==> src/rtl/pci_pkg.sv <==
package pci_pkg;
  localparam int ISR_W      = 8;
  localparam int OTHER_W    = ISR_W - 1;
  localparam int BIT_PINCHG = 7;
endpackage

==> src/rtl/pci_sync.sv <==
module pci_sync #(
  parameter int W      = 4,
  parameter int STAGES = 2
) (
  input  logic         clk,
  input  logic         rst,
  input  logic [W-1:0] d_i,
  output logic [W-1:0] q_o
);
  logic [W-1:0] chain [STAGES];

  genvar s;
  generate
    for (s = 0; s < STAGES; s++) begin : g_stage
      always_ff @(posedge clk) begin
        if (rst) chain[s] <= '0;
        else if (s == 0) chain[s] <= d_i;
        else chain[s] <= chain[(s == 0) ? 0 : s-1];
      end
    end
  endgenerate

  assign q_o = chain[STAGES-1];
endmodule

==> src/rtl/pci_edge_flags.sv <==
module pci_edge_flags #(
  parameter int NPINS = 4
) (
  input  logic             clk,
  input  logic             rst,
  input  logic [NPINS-1:0] lvl_i,
  input  logic [NPINS-1:0] en_i,
  input  logic             clr_i,
  output logic [NPINS-1:0] chg_o,
  output logic [NPINS-1:0] flags_o,
  output logic             sum_o,
  output logic             sum_next_o
);
  logic [NPINS-1:0] prev_q;
  logic [NPINS-1:0] flags_q;
  logic             sum_q;
  logic [NPINS-1:0] flags_next;

  assign chg_o      = lvl_i ^ prev_q;
  // a fresh toggle wins over the clearing read
  assign flags_next = (flags_q & ~{NPINS{clr_i}}) | chg_o;
  assign sum_next_o = (sum_q & ~clr_i) | (|(chg_o & en_i));

  always_ff @(posedge clk) begin
    if (rst) begin
      prev_q  <= '0;
      flags_q <= '0;
      sum_q   <= 1'b0;
    end else begin
      prev_q  <= lvl_i;
      flags_q <= flags_next;
      sum_q   <= sum_next_o;
    end
  end

  assign flags_o = flags_q;
  assign sum_o   = sum_q;
endmodule

==> src/rtl/pci_irq_merge.sv <==
module pci_irq_merge
  import pci_pkg::*;
(
  input  logic               clk,
  input  logic               rst,
  input  logic               sum_next_i,
  input  logic [OTHER_W-1:0] other_i,
  input  logic [ISR_W-1:0]   mask_i,
  output logic [OTHER_W-1:0] other_o,
  output logic               irq_n_o
);
  logic [ISR_W-1:0] isr_next;
  logic [OTHER_W-1:0] other_q;
  logic irq_n_q;

  assign isr_next = {sum_next_i, other_i};

  always_ff @(posedge clk) begin
    if (rst) begin
      other_q <= '0;
      irq_n_q <= 1'b1;
    end else begin
      other_q <= other_i;
      irq_n_q <= ~|(isr_next & mask_i);
    end
  end

  assign other_o = other_q;
  assign irq_n_o = irq_n_q;
endmodule

==> src/rtl/pin_change_irq.sv <==
module pin_change_irq
  import pci_pkg::*;
#(
  parameter int NPINS       = 4,
  parameter int SYNC_STAGES = 2
) (
  input  logic                 clk,
  input  logic                 rst,
  input  logic [NPINS-1:0]     pins_i,
  input  logic [NPINS-1:0]     pin_en_i,
  input  logic                 stat_rd_i,
  output logic [2*NPINS-1:0]   stat_q_o,
  input  logic [OTHER_W-1:0]   other_src_i,
  input  logic [ISR_W-1:0]     irq_mask_i,
  output logic [ISR_W-1:0]     isr_o,
  output logic                 irq_n_o
);
  logic [NPINS-1:0]   lvl_w;
  logic [NPINS-1:0]   chg_w;
  logic [NPINS-1:0]   flags_w;
  logic               sum_w;
  logic               sum_next_w;
  logic [OTHER_W-1:0] other_w;
  logic [2*NPINS-1:0] stat_q;

  pci_sync #(.W(NPINS), .STAGES(SYNC_STAGES)) u_sync (
    .clk(clk), .rst(rst), .d_i(pins_i), .q_o(lvl_w)
  );

  pci_edge_flags #(.NPINS(NPINS)) u_flags (
    .clk(clk), .rst(rst), .lvl_i(lvl_w), .en_i(pin_en_i), .clr_i(stat_rd_i),
    .chg_o(chg_w), .flags_o(flags_w), .sum_o(sum_w), .sum_next_o(sum_next_w)
  );

  pci_irq_merge u_merge (
    .clk(clk), .rst(rst), .sum_next_i(sum_next_w), .other_i(other_src_i),
    .mask_i(irq_mask_i), .other_o(other_w), .irq_n_o(irq_n_o)
  );

  always_ff @(posedge clk) begin
    if (rst) stat_q <= '0;
    else if (stat_rd_i) stat_q <= {flags_w, lvl_w};
  end

  assign stat_q_o = stat_q;
  assign isr_o    = {sum_w, other_w};
endmodule

==> config.mk <==
export PLATFORM = sky130hd
export DESIGN_NAME = pin_change_irq
export DESIGN_NICKNAME = d
export VERILOG_FILES = /design/src/rtl/pci_pkg.sv /design/src/rtl/pci_sync.sv /design/src/rtl/pci_edge_flags.sv /design/src/rtl/pci_irq_merge.sv /design/src/rtl/pin_change_irq.sv
export SDC_FILE = /design/constraint.sdc
export NUM_CORES = 1
export LEC_CHECK = 0
export BUFFER_PORTS_ARGS = -buffer_cell sky130_fd_sc_hd__buf_2
export CORE_MARGIN = 3
export CORE_UTILIZATION = 35
export DETAILED_ROUTE_END_ITERATION = 10
export SLEW_MARGIN = 20
export SYNTH_ARGS = -nofsm -noshare
export SYNTH_HDL_FRONTEND = slang
export SYNTH_HIERARCHICAL = 1
export SYNTH_SLANG_ARGS = --single-unit
==> constraint.sdc <==
create_clock -name clk -period 1.3 [get_ports clk]
set_input_delay 0.13 -clock clk [delete_from_list [all_inputs] [get_ports clk]]
set_output_delay 0.13 -clock clk [all_outputs]
set_load 0.01 [all_outputs]
Yosys cells after proc, flatten, opt, wreduce, memory -nomap -nowiden
Memories as Yosys holds them, arrays and structs flattened. Index checks and enable logic that the tools add are counted.

Bitwise logic cells: 11. Reductions and logical operators: 3. Mux-type cells: 5.

Operators by type and width (count): $and 4x4->4 (2); $and 8x8->8 (1); $mux 4 (2); $reduce_or 8->1 (1); $not 4->4 (1); $or 4x4->4 (1); $reduce_or 4->1 (1); $xor 4x4->4 (1); $mux 1 (3); $or 1x1->1 (3); $and 1x1->1 (1); $logic_not 1->1 (1); $not 1->1 (1).

Memories kept: 1. Output and inout port bits: 17. Bits of input ports: 26. RAM bits: 8. Flip-flop bits (word level): 25.

Memory list: u_sync.chain (words 2, bits a word 4, rd ports 2, clocked after Yosys merged registers in 0, wr ports 2, RTL line pci_sync.sv:10) `logic [W-1:0] chain [STAGES];`.

Depth between registers and ports, before layout
Depth after elaboration: 7. Gate-level depth with buffers: 5.

Cells and area by module
The synthesis kept the hierarchy.

Modules (own cells, without submodules): pci_edge_flags (cells each 32, area each 354.1 µm², instances 1, sequential area each 180.2 µm²); pin_change_irq (cells each 27, area each 292.8 µm², instances 1, sequential area each 160.2 µm²); pci_irq_merge (cells each 20, area each 244.0 µm², instances 1, sequential area each 160.2 µm²); pci_sync (cells each 16, area each 210.2 µm², instances 1, sequential area each 160.2 µm²).

Worst setup path before layout
No wires, ideal clock.

Kind: register to register. Start point: register u_flags.prev_q[2]. End point: register u_merge.irq_n_q, in the netlist u_merge/irq_n_o. Buffers on the path: 0. Setup slack: 0.150 ns. Stages on the path, launching flop included: 6. Clock period less this slack: 1.150 ns. Data arrival time: 1.090 ns. Data required time: 1.241 ns. Cells stage by stage: dfxtp_1 -> xor2_2 -> a22oi_2 -> nand3_1 -> a22oi_1 -> a41o_1.

Word-level cells in the longest chain between the ends: 7.

RTL lines: start: declaration (RTL line pci_edge_flags.sv:14) `logic [NPINS-1:0] prev_q;`; start signal: assignment (RTL line pci_edge_flags.sv:30) `prev_q <= lvl_i;`; $xor 4x4->4 (RTL line pci_edge_flags.sv:19) `assign chg_o = lvl_i ^ prev_q;`; net chg_w[2] (RTL line pin_change_irq.sv:19) `logic [NPINS-1:0] chg_w;`; $and 4x4->4 (RTL line pci_edge_flags.sv:22) `assign sum_next_o = (sum_q & ~clr_i) | (|(chg_o & en_i));`; $reduce_or 4->1 (RTL line pci_edge_flags.sv:22); $or 1x1->1 (RTL line pci_edge_flags.sv:22); net sum_next_w (RTL line pin_change_irq.sv:22) `logic sum_next_w;`; $and 8x8->8 (RTL line pci_irq_merge.sv:24) `irq_n_q <= ~|(isr_next & mask_i);`; $reduce_or 8->1 (RTL line pci_irq_merge.sv:24); $logic_not 1->1 (RTL line pci_irq_merge.sv:24); end signal: assignment (RTL line pci_irq_merge.sv:24); end: declaration (RTL line pci_irq_merge.sv:14) `logic irq_n_q;`.

The timed path passes the listed nets, and every way through them passes these cells. A chain may end at the register's enable or synchronous reset.

Final worst setup path
Same ends and word-level chain as after synthesis.

==> key figures <==
Status
  – Status: completed

Clock tree
  – Clk buf depth: 2
  – CTS tree: yes
  – Post_cts resized: 0
  – Clk sinks: 33
  – # Post-CTS Setup Buffers: 0
  – Skew-Pair Late Insertion Delay: 0.33 ns
  – CTS buffer count: 5
  – Clock transition at the registers of the reported paths: 0.10 ns
  – H-Tree Depth: 2
  – Clk root buf: clkbuf_4

Power and ir drop
  – Net Sw Power: 0.417 mW
  – Clock share of power: 35.8%
  – Leak: 0.697 nW
  – Design Power: 1.96 mW
  – Combinational share of power: 9.4%
  – PwrDens: 1350 mW/mm²
  – Max IR drop VDD: 0.000639 V
  – Flop pwr share: 54.8%
  – Switching Fraction: 21.2%
  – Int Pwr: 1.55 mW

Worst setup path
  – R2r setup slk: 0.09 ns
  – Setup crit start kind: flop
  – Crit. End Element: flop
  – Crit path launch: u_flags/prev_q[2]
  – CP max FO: 2
  – Critical Path AT: 1.49 ns
  – WS Path Type: flop to flop
  – CP Data Required Time: 1.58 ns
  – Beginning of the worst register-to-register path: u_flags/prev_q[2]

Finish
  – Most common cell after layout, fill and taps aside: buf_2
  – Nets: 171
  – Final Core Density: 50.7%
  – Layout cells sized above 1: 39.3%
  – Ant. Diodes: 0
  – Non-filler instance count after layout: 187
  – Commonest non-fill, non-tap cells in the layout: 42 x buf_2, 33 x dfxtp_1, 18 x nor2b_1, 12 x nor2_1, 8 x mux2i_1
  – P&R area growth vs syn: 32.4%
  – Fill count: 277
  – Fin area: 0.00146 mm²

Synthesis
  – Synth async-reset ratio: 0%
  – Number of flops mapped to enable cells by yosys: 0
  – Cell Area, Synth: 0.00110 mm²
  – Synthesized flop and latch total: 33
  – Syn_nets: 121
  – Synth Warn #: 6
  – Mapped Avg Cell Area: 11.6 µm²
  – Post-Synthesis Cells: 95
  – Register area share after synthesis: 60.0%
  – Ys flop type: dfxtp_1
  – Unique masters post-synth: 19

Hold path
  – Worst min-delay path startpoint: other_src_i[6]
  – Hold crit path type: input port to flop

Die
  – I/O pin count: 43
  – Die W: 62.1 µm
  – CORE AREA: 0.00288 mm²
  – # rows: 19
  – Die height: 62.1 µm
  – Starting Density: 38.3%
  – Die Area: 0.00386 mm²

Routing
  – DRC Markers: 0
  – Vias/cell: 4.25
  – Drt pass-1 iters: 4
  – Wirelength, routed: 1.93 mm
  – Antenna Nets Post-Route: 0
  – Initial DRC Count: 33
  – Detailed-route via count: 794
  – Drt wl/cell: 10.3 µm

Global route
  – Initial antenna violation count: 0
  – First-pass GRT wire length: 3.04 mm
  – Final global-route overflow total: 0
  – Largest net degree at the start of global routing: 34
  – Vias in the first global route: 724
  – Global Route Usage Sum: 11.2%

Timing
  – Upper clock frequency limit: 827 MHz
  – Fin Hold WS: 0.0295 ns
  – Layout Skew: 0.00943 ns
  – Tmin final: 1.21 ns
  – Max-Slew Margin vs Limit: 61.8%
  – Final setup vio count: 0
  – Worst-Margin Slew: 0.573 ns
  – Fin. Hold Viols: 0
  – Final setup margin: 0.0915 ns
  – Final setup TNS: 0 ns
  – RSZ-0062 raised after global routing: no
  – Tcrit/Tclk final: 93.0%
  – Final slew viol count: 0

Placement
  – Gpl congestion: 0.680
  – Placement Setup Slack: 0.0704 ns
  – Cell Area, Placed: 0.00135 mm²
  – Input/output buffers: 42
  – HPWL Detailed: 1.45 mm
  – Placed cell count: 176

Job
  – Max-Cap Viols: 0
==> final cells by class <==
| cell class | count | area [µm²] | area share (%) |
|---|---|---|---|
| clock buffer | 5 | 37.5 | 2.58 |
| clock inverter | 2 | 35.0 | 2.40 |
| inverter | 1 | 3.75 | 0.258 |
| multi-input combinational | 57 | 410 | 28.2 |
| sequential | 33 | 661 | 45.3 |
| tap | 42 | 52.6 | 3.61 |
| timing repair buffer | 47 | 258 | 17.7 |
==> final timing paths <==
kind | endpoint | cells after the start
setup / recovery | u_merge/irq_n_o | 5
hold / removal | u_merge/other_o[6] | 2
setup reg to reg | u_merge/irq_n_o | 5
hold reg to reg | u_sync/chain[1][2] | 1
==> sequential cells by signal, indices dropped and copies added, names as in the netlist <==
register,cells
stat_q_o,8
u_sync/chain,8
u_flags/flags_o,4
u_flags/sum_o,1
u_merge/irq_n_o,1
u_flags/prev_q,4
u_merge/other_o,7
==> power groups by stage <==
| stage | registers (mW) | logic (mW) | clock network, mW |
|---|---|---|---|
| after floorplan | 1.11 | 0.0912 | 0 |
| after global placement | 1.10 | 0.175 | 0 |
| after detailed placement | 1.10 | 0.179 | 0 |
| after CTS | 1.08 | 0.189 | 0.742 |
| after global routing | 1.08 | 0.208 | 0.795 |
| final | 1.08 | 0.184 | 0.704 |
==> timing repair <==
| action | in CTS | in global routing |
|---|---|---|
| endpoints found under the hold margin | 4 | 0 |
| hold buffers | 4 | 0 |
| endpoints found under the setup margin | 0 | 0 |
==> cell families after synthesis <==
logic type | count (synthesis) | share of synthesized area (%)
flops | 33 | 60.0
simple gates | 33 | 15.9
compound gates | 12 | 8.86
mux | 8 | 7.27
buf+inv | 5 | 2.73
xor+xnor | 4 | 5.23
==> critical path, stage by stage (launching register included) <==
cell     delay [ns]
dfxtp_1        0.33
xor2_2         0.18
a22oi_2        0.22
nand3_1        0.10
a22oi_1        0.16
a41o_1         0.18
==> synth_stat cells (2+ instances only) <==
cell	n	share of area (%)
nor2_1	12	4.1
mux2i_1	8	7.3
a22oi_1	4	2.7
dfxtp_1	33	60
nor2b_1	18	10
a22oi_2	2	2.3
a21oi_1	4	1.8
xor2_2	3	4.4
==> metal layers <==
metal	up-vias	GRT usage [%]	part of all wire [%]
li1	413	-	-
met2	29	15.7	46
met4	0	5.45	0.21
met5	-	0	0
met3	2	6.61	9.1
met1	350	13.6	45
Power figures use the tool's default switching activity.
